[config.mk]
export PLATFORM = sky130hd
export DESIGN_NAME = ir_carrier_meter
export DESIGN_NICKNAME = d
export VERILOG_FILES = /design/src/rtl/ircm_pkg.sv /design/src/rtl/ircm_sync.sv /design/src/rtl/ircm_tick.sv /design/src/rtl/ircm_span.sv /design/src/rtl/ir_carrier_meter.sv
export SDC_FILE = /design/constraint.sdc
export NUM_CORES = 1
export LEC_CHECK = 0
export BUFFER_PORTS_ARGS = -buffer_cell sky130_fd_sc_hd__buf_4
export CAP_MARGIN = 25
export CORE_ASPECT_RATIO = 1.5
export CORE_MARGIN = 10
export CORE_UTILIZATION = 51
export DETAILED_ROUTE_END_ITERATION = 8
export GPL_TIMING_DRIVEN = 0
export HOLD_SLACK_MARGIN = 0.05
export PLACE_DENSITY = 0.74
export SLEW_MARGIN = 15
export SYNTH_ARGS = -nofsm -noshare
export SYNTH_HDL_FRONTEND = slang
export SYNTH_SLANG_ARGS = --single-unit
[constraint.sdc]
create_clock -name clk -period 1.3 [get_ports clk]
set_clock_uncertainty 0.05 [all_clocks]
set_input_delay 0 -clock clk [delete_from_list [all_inputs] [get_ports clk]]
set_output_delay 0 -clock clk [all_outputs]
set_load 0.05 [all_outputs]
[src/rtl/ircm_pkg.sv]
package ircm_pkg;
  localparam int unsigned CNT_W = 7;
  localparam int unsigned STAT_W = CNT_W + 1;
  typedef logic [CNT_W-1:0] cnt_t;
  localparam cnt_t CNT_MAX = '1;
  typedef struct packed {
    cnt_t period;
    cnt_t high;
  } meas_t;
endpackage

[src/rtl/ircm_sync.sv]
module ircm_sync #(
  parameter int unsigned STAGES = 2
) (
  input  logic clk,
  input  logic rst_n,
  input  logic d,
  output logic q
);
  logic [STAGES-1:0] st_q;
  logic [STAGES-1:0] st_d;

  generate
    if (STAGES == 1) begin : g_one
      always_comb st_d = d;
    end else begin : g_many
      always_comb st_d = {st_q[STAGES-2:0], d};
    end
  endgenerate

  always_ff @(posedge clk or negedge rst_n) begin
    if (!rst_n) st_q <= '0;
    else        st_q <= st_d;
  end

  assign q = st_q[STAGES-1];
endmodule

[src/rtl/ircm_tick.sv]
module ircm_tick #(
  parameter int unsigned DIV = 50
) (
  input  logic clk,
  input  logic rst_n,
  input  logic restart,
  output logic tick
);
  localparam int unsigned DIV_W = (DIV > 2) ? $clog2(DIV) : 1;
  localparam logic [DIV_W-1:0] LAST = DIV_W'(DIV - 1);

  logic [DIV_W-1:0] div_q;
  logic [DIV_W-1:0] div_d;

  always_comb begin
    tick = (div_q == LAST);
    if (restart)   div_d = DIV_W'(1);
    else if (tick) div_d = '0;
    else           div_d = div_q + DIV_W'(1);
  end

  always_ff @(posedge clk or negedge rst_n) begin
    if (!rst_n) div_q <= '0;
    else        div_q <= div_d;
  end
endmodule

[src/rtl/ircm_span.sv]
module ircm_span
  import ircm_pkg::*;
(
  input  logic  clk,
  input  logic  rst_n,
  input  logic  en,
  input  logic  tick,
  input  logic  rise,
  input  logic  fall,
  output logic  pub_vld,
  output meas_t pub_meas
);
  cnt_t cnt_q, cnt_d;
  cnt_t high_q, high_d;
  logic armed_q, armed_d;
  logic fell_q, fell_d;
  logic sat;

  always_comb begin
    sat      = (cnt_q == CNT_MAX);
    pub_vld  = en && rise && armed_q && fell_q && !sat && (cnt_q != '0);
    pub_meas = '{period: cnt_q, high: high_q};

    cnt_d   = cnt_q;
    high_d  = high_q;
    armed_d = armed_q;
    fell_d  = fell_q;
    if (!en) begin
      cnt_d   = '0;
      armed_d = 1'b0;
      fell_d  = 1'b0;
    end else if (rise) begin
      cnt_d   = '0;
      high_d  = '0;
      armed_d = 1'b1;
      fell_d  = 1'b0;
    end else begin
      if (tick && armed_q && !sat) cnt_d = cnt_t'(cnt_q + 1'b1);
      if (fall && armed_q && !sat) begin
        high_d = cnt_q;
        fell_d = 1'b1;
      end
    end
  end

  always_ff @(posedge clk or negedge rst_n) begin
    if (!rst_n) begin
      cnt_q   <= '0;
      high_q  <= '0;
      armed_q <= 1'b0;
      fell_q  <= 1'b0;
    end else begin
      cnt_q   <= cnt_d;
      high_q  <= high_d;
      armed_q <= armed_d;
      fell_q  <= fell_d;
    end
  end
endmodule

[src/rtl/ir_carrier_meter.sv]
module ir_carrier_meter
  import ircm_pkg::*;
#(
  parameter int unsigned TICK_DIV    = 50,
  parameter int unsigned SYNC_STAGES = 2
) (
  input  logic              clk,
  input  logic              rst_n,
  input  logic              detect_en,
  input  logic              ir_raw,
  input  logic              rd_stb,
  output logic [STAT_W-1:0] stat_period,
  output logic [CNT_W-1:0]  stat_high
);
  logic [1:0] rst_pipe_q;
  logic       rst_int_n;

  always_ff @(posedge clk or negedge rst_n) begin
    if (!rst_n) rst_pipe_q <= '0;
    else        rst_pipe_q <= {rst_pipe_q[0], 1'b1};
  end
  assign rst_int_n = rst_pipe_q[1];

  logic ir_s, prev_q, rise, fall, tick, pub_vld;
  meas_t pub_meas;

  ircm_sync #(.STAGES(SYNC_STAGES)) u_sync (
    .clk(clk), .rst_n(rst_int_n), .d(ir_raw), .q(ir_s)
  );

  always_ff @(posedge clk or negedge rst_int_n) begin
    if (!rst_int_n) prev_q <= 1'b0;
    else            prev_q <= ir_s;
  end

  always_comb begin
    rise = ir_s && !prev_q;
    fall = !ir_s && prev_q;
  end

  ircm_tick #(.DIV(TICK_DIV)) u_tick (
    .clk(clk), .rst_n(rst_int_n), .restart(rise), .tick(tick)
  );

  ircm_span u_span (
    .clk(clk), .rst_n(rst_int_n), .en(detect_en), .tick(tick),
    .rise(rise), .fall(fall), .pub_vld(pub_vld), .pub_meas(pub_meas)
  );

  meas_t meas_q;
  logic  meas_en;
  logic  valid_q, valid_d;

  always_comb begin
    meas_en = pub_vld;
    valid_d = valid_q;
    if (pub_vld)     valid_d = 1'b1;
    else if (rd_stb) valid_d = 1'b0;
  end

  always_ff @(posedge clk or negedge rst_int_n) begin
    if (!rst_int_n) begin
      meas_q  <= '0;
      valid_q <= 1'b0;
    end else begin
      valid_q <= valid_d;
      if (meas_en) meas_q <= pub_meas;
    end
  end

  assign stat_period = {valid_q, meas_q.period};
  assign stat_high   = meas_q.high;
endmodule

==> Word-level counts from Yosys, hierarchy flattened <==
Cells that the tools add are included.
{ "totals": {"reg_bits": 42, "latchBits": 0, "mem_bits_rw": 0, "rom_bits": 0, "inputBits": 5, "out_inout_bits": 15, "elab_cells": 50, "n_memories": 0} }
{ "op_classes": {"add_sub_neg": 2, "n_mul": 0, "div": 0, "magnitude_cmp": 0, "eq_ne": 5, "shift": 0, "n_mux": 14, "bitwise_logic": 0, "reduce_logical": 18} }
{ "ops": {"columns": ["cell", "count"], "rows": [
  ["$mux 7", 5],
  ["$mux 6", 2],
  ["$logic_and 1x1->1", 11],
  ["$add 7x1->7 const B", 1],
  ["$eq 7x7->1 const B", 1],
  ["$mux 1", 7],
  ["$reduce_bool 7->1", 1],
  ["$add 6x1->6 const B", 1],
  ["$eq 6x6->1 const B", 1],
  ["$ne 3x1->1 const B", 2],
  ["$reduce_bool 2->1", 2],
  ["$logic_not 1->1", 3],
  ["$ne 2x1->1 const B", 1],
  ["$reduce_and 2->1", 1]
]} }

==> Logic depth before layout (Yosys ltp) <==
{ "logic_depth": {"ltp_word": 8, "depth_mapped": 7, "mapped_depth_nobuf": 5} }

==> Modules after synthesis <==
A second synthesis with hierarchy kept.
{ "unflattened": {"cells_unflattened": 166, "hier_area_um2": 1968.1} }
{ "by_module_without_submodules": {"columns": ["module", "instances", "cells_per_inst", "area_per_inst_um2", "seq_area_each_um2"], "rows": [
  ["ircm_span", 1, 98, 923.4, 400.4],
  ["ir_carrier_meter", 1, 40, 709.4, 450.4],
  ["ircm_tick", 1, 26, 285.3, 150.1],
  ["ircm_sync", 1, 2, 50.0, 50.0]
]} }

==> Worst setup path before layout <==
Ideal clock, no wire load.
{ "synth_timing": {"path_type": "flip-flop to flip-flop", "start": "register u_span.cnt_q[0]", "end": "register meas_q (netlist bit stat_high[0])", "setup_time_ns": 0.125, "t_arrival_ns": 1.922, "t_required_ns": 1.125, "slack_ns": -0.797, "stages_incl_launch_ff": 8, "n_path_buf": 2, "period_less_slack_ns": 2.097, "cell_sequence": "dfrtp_1 > ha_1 > nand3_2 > o21ai_2 > or4_4 > buf_6 > buf_12 > mux2_4"} }
{ "synth_via": {"elab_chain_len": 4, "elab_cells_between_ends": 5, "cone_classes": "1 x eq/ne; 4 x reduce/logical"} }
{ "synth_rtl": {"columns": ["item", "line", "text"], "rows": [
  ["from (decl)", "ircm_span.sv:13", "cnt_t cnt_q, cnt_d;"],
  ["from (signal assigned)", "ircm_span.sv:53", "cnt_q <= cnt_d;"],
  ["$eq 7x7->1", "ircm_span.sv:20", "sat = (cnt_q == CNT_MAX);"],
  ["$logic_not 1->1", "ircm_span.sv:21", "pub_vld = en && rise && armed_q && fell_q && !sat && (cnt_q != '0);"],
  ["$logic_and 1x1->1", "ircm_span.sv:21", null],
  ["$logic_and 1x1->1 *", "ircm_span.sv:21", null],
  ["to (signal assigned)", "ir_carrier_meter.sv:67", "if (meas_en) meas_q <= pub_meas;"],
  ["to (decl)", "ir_carrier_meter.sv:50", "meas_t meas_q;"]
]} }
Every way passes the cells marked *; elsewhere a longest branch is shown, timed or not.
A chain may end at the register's enable or synchronous reset.

==> Worst setup path in the final report <==
{ "layout_timing": {"start": "register u_span.cnt_q[0]", "end": "register meas_q (netlist bit stat_high[5])"} }
The elaborated chain is that of the path after synthesis.

==> flow_summary.yaml <==
timing:
  period_minus_slack_ps: 2000
  layout_setup_ws_ps: -701
  finalHoldViolations: 0
  finalSetupViolCount: 30
  fin_crit_sh: 1.54
  rsz0062_at_grt: "true"
  slew_headroom: 0.424
  hold_ws_ps: 54.4
  worst_pin_slew_ps: 864
  maxSlewViolCount: 0
  fmax_mhz: 500
synthesis:
  netlist_area_sq_um: 1830
  synth-simple-area-share: 0.122
  avgSynthCellArea_sq_um: 12.4
  async_flop_share: 1.00
  ys_dominant_reg_cell: "dfrtp_1"
  synth_compound_area_frac: 0.0684
  synth_adder_area_share: 0.0274
  muxShareOfSynthArea: 0.143
  synth-seq-cells: 42
  synth-xor-area-share: 0.0192
  synth_edf_count: 0
  syn_nets: 157
  synth_top_family_by_area: "multiplexers"
  synthCells: 148
  seq_area_frac_synth: 0.575
  ys_warn_count: 0
  yosysUniqueCellTypes: 34
floorplanning:
  ios: 20
  row_count: 26
  dieArea_sq_um: 6430
  die_w_microns: 68.9
  start_util: 0.530
  die_h_microns: 93.4
  core_sq_um: 3450
power:
  p_sw_frac: 0.254
  p_comb_frac: 0.099
  pwr-share-seq: 0.562
  p_sw_uw: 657
  intPower_uw: 1930
  power_leakage_uw: 0.00115
  peakVddDrop_uv: 1000
  clock_power_share: 0.339
  p_per_area_nw_per_um2: 1030
detailed_routing:
  routed_wirelength_mm: 4.32
  drc: 0
  dr.pass1.iters: 4
  dr_total_vias: 1340
  initialDrtViolationCount: 86
  vias_per_cell: 5.56
  ant_nets: 0
  wl_per_cell_microns: 17.9
grt:
  grt_max_degree: 41
  grt_pass1_wl_mm: 6.84
  grt-ovfl-total: 0
  antenna_found_initial: 0
  grt_pass1_vias: 1441
  grt_usage: 0.141
flow_run:
  max_cap_violations: 0
layout:
  fillers: 242
  layout_commonest_cell: "dfrtp_1"
  area_growth_pct: 36.7
  fin_util: 0.725
  n_antenna_cell: 0
  nNetsFinal: 207
  final_cell_mix: "dfrtp_1, buf_4, mux2_4"
  drive_above_1_share: 0.477
clock_network:
  clock-root-buffer: "clkbuf_8"
  clock_path_buffers: 2
  cts-htree-levels: 2
  insertion_delay_ps: 300
  cts_tree: "yes"
  numCtsBuffers: 5
  clk_pin_slew_worst_paths_ps: 80
  numClockSinks: 42
critical_path:
  cp.arrival_ps: 2140
  crit_required_ps: 1440
  end_kind: "register"
  path_class: "register to register"
  path_max_fanout: 5
  crit_path_start_kind: "register"
run_status:
  status: "complete, but fails checks"
  violations: "setup timing"
place:
  hpwl_mm: 2.56
  portBuffers: 19
  gp_congestion: 0.817
  place_ws_ps: -832
min_path:
  hp-class: "primary input to register"
## cells by family (layout without fill, tap and decap cells)
logic type / Yosys count / in the layout
AOI/OAI and AO/OA: 20 / 20
xor gates and xnor gates: 4 / 4
adders and majority gates: 4 / 4
buffers and inverters: 14 / 65
DFF: 42 / 42
muxes: 21 / 21
other: 1 / 1
and+or+nand+nor: 42 / 42
## worst max-delay path, cell delays in order, from the launching register on
cell and delay [ps]:
dfrtp_2 420, inv_2 70, ha_4 150, and3_4 140, or4_4 580, clkbuf_16 190
mux2_4 290
## cell type report
cell class                      count  area [sq um]  area share
Sequential cell                    42          1060       0.424
Multi-Input combinational cell     92           825       0.330
Timing Repair Buffer               45           403       0.161
Clock buffer                        6          82.6      0.0330
Tap cell                           42          52.6      0.0210
Inverter                           10          37.5      0.0150
Buffer                              2          27.5      0.0110
Clock inverter                      2          12.5     0.00501
## power by group through the flow
stage	clock (uW)	combinational (uW)	sequential (uW)
floorplan	0	126	1460
global placement	0	155	1470
detailed placement	0	170	1480
CTS	895	221	1450
global route	946	293	1470
finish	876	256	1450
## final timing paths
path | to | slack, ps | from | cells past startpoint
worst max-delay path | stat_high[5] | -700 | u_span.cnt_q[0] | 6
worst min-delay path | u_span.high_q[3] | 50 | detect_en | 4
worst max register to register | stat_high[5] | -700 | u_span.cnt_q[0] | 6
worst min register to register | u_sync.st_q[1] | 300 | u_sync.st_q[0] | 0
max in group asynchronous | u_span.cnt_q[0] | 250 | rst_pipe_q[1] | 0
min in group asynchronous | u_span.armed_q | 330 | rst_pipe_q[1] | 0
## sequential cells by signal, summed over array words and instances (netlist names)
name and flops:
prev_q 1, u_tick.div_q 6, u_sync.st_q 2, u_span.high_q 7, valid_q 1, u_span.cnt_q 7
u_span.fell_q 1, u_span.armed_q 1, stat_period 7, stat_high 7, rst_pipe_q 2
## Yosys cell counts (2+ instances only)
cell type  instances  area share
nor2b_1            2      0.0068
o21a_1             2      0.0082
nand3_1            7       0.019
mux2_4             9       0.074
nand4_1            2      0.0068
dfrtp_1           42        0.57
xnor2_1            2      0.0096
a21oi_1            7       0.019
mux2_1             3       0.018
ha_1               4       0.027
xor2_1             2      0.0096
o21ai_0            5       0.014
inv_1             10       0.021
and3_1             2      0.0068
or4_1              4       0.016
nor2_1             7       0.014
mux2i_1            7       0.038
nand2_1           12       0.025
o31ai_1            3       0.012
mux2_2             2       0.012
## layer usage
metal,GRT usage,part of all wire,vias to the layer above
met5,0,0,-
met4,0.0710,0.025,0
met3,0.0430,0.057,10
met2,0.248,0.58,36
met1,0.140,0.34,677
li1,-,-,617
## stage by stage
stage                     TNS, ps  cell area, sq um  std cells  power (uW)
after global placement     -15640              2070        209        1630
after floorplan            -12220              1870        148        1580
final                      -15610              2500        241        2590
after detailed placement   -17340              2070        209        1650
after global routing       -17020              2500        241        2710
after CTS                  -13760              2370        234        2570
## repair_timing
action | 4_1_cts | 5_1_grt
setup endpoints to repair | 35 | 35
hold endpoints to repair | 6 | 0
resized for setup | 20 | 15
buffers inserted | 14 | 8
hold buffers | 5 | 0
gates cloned | 0 | 1
pin swaps | 4 | 6
(Power assumes the default switching activity.)
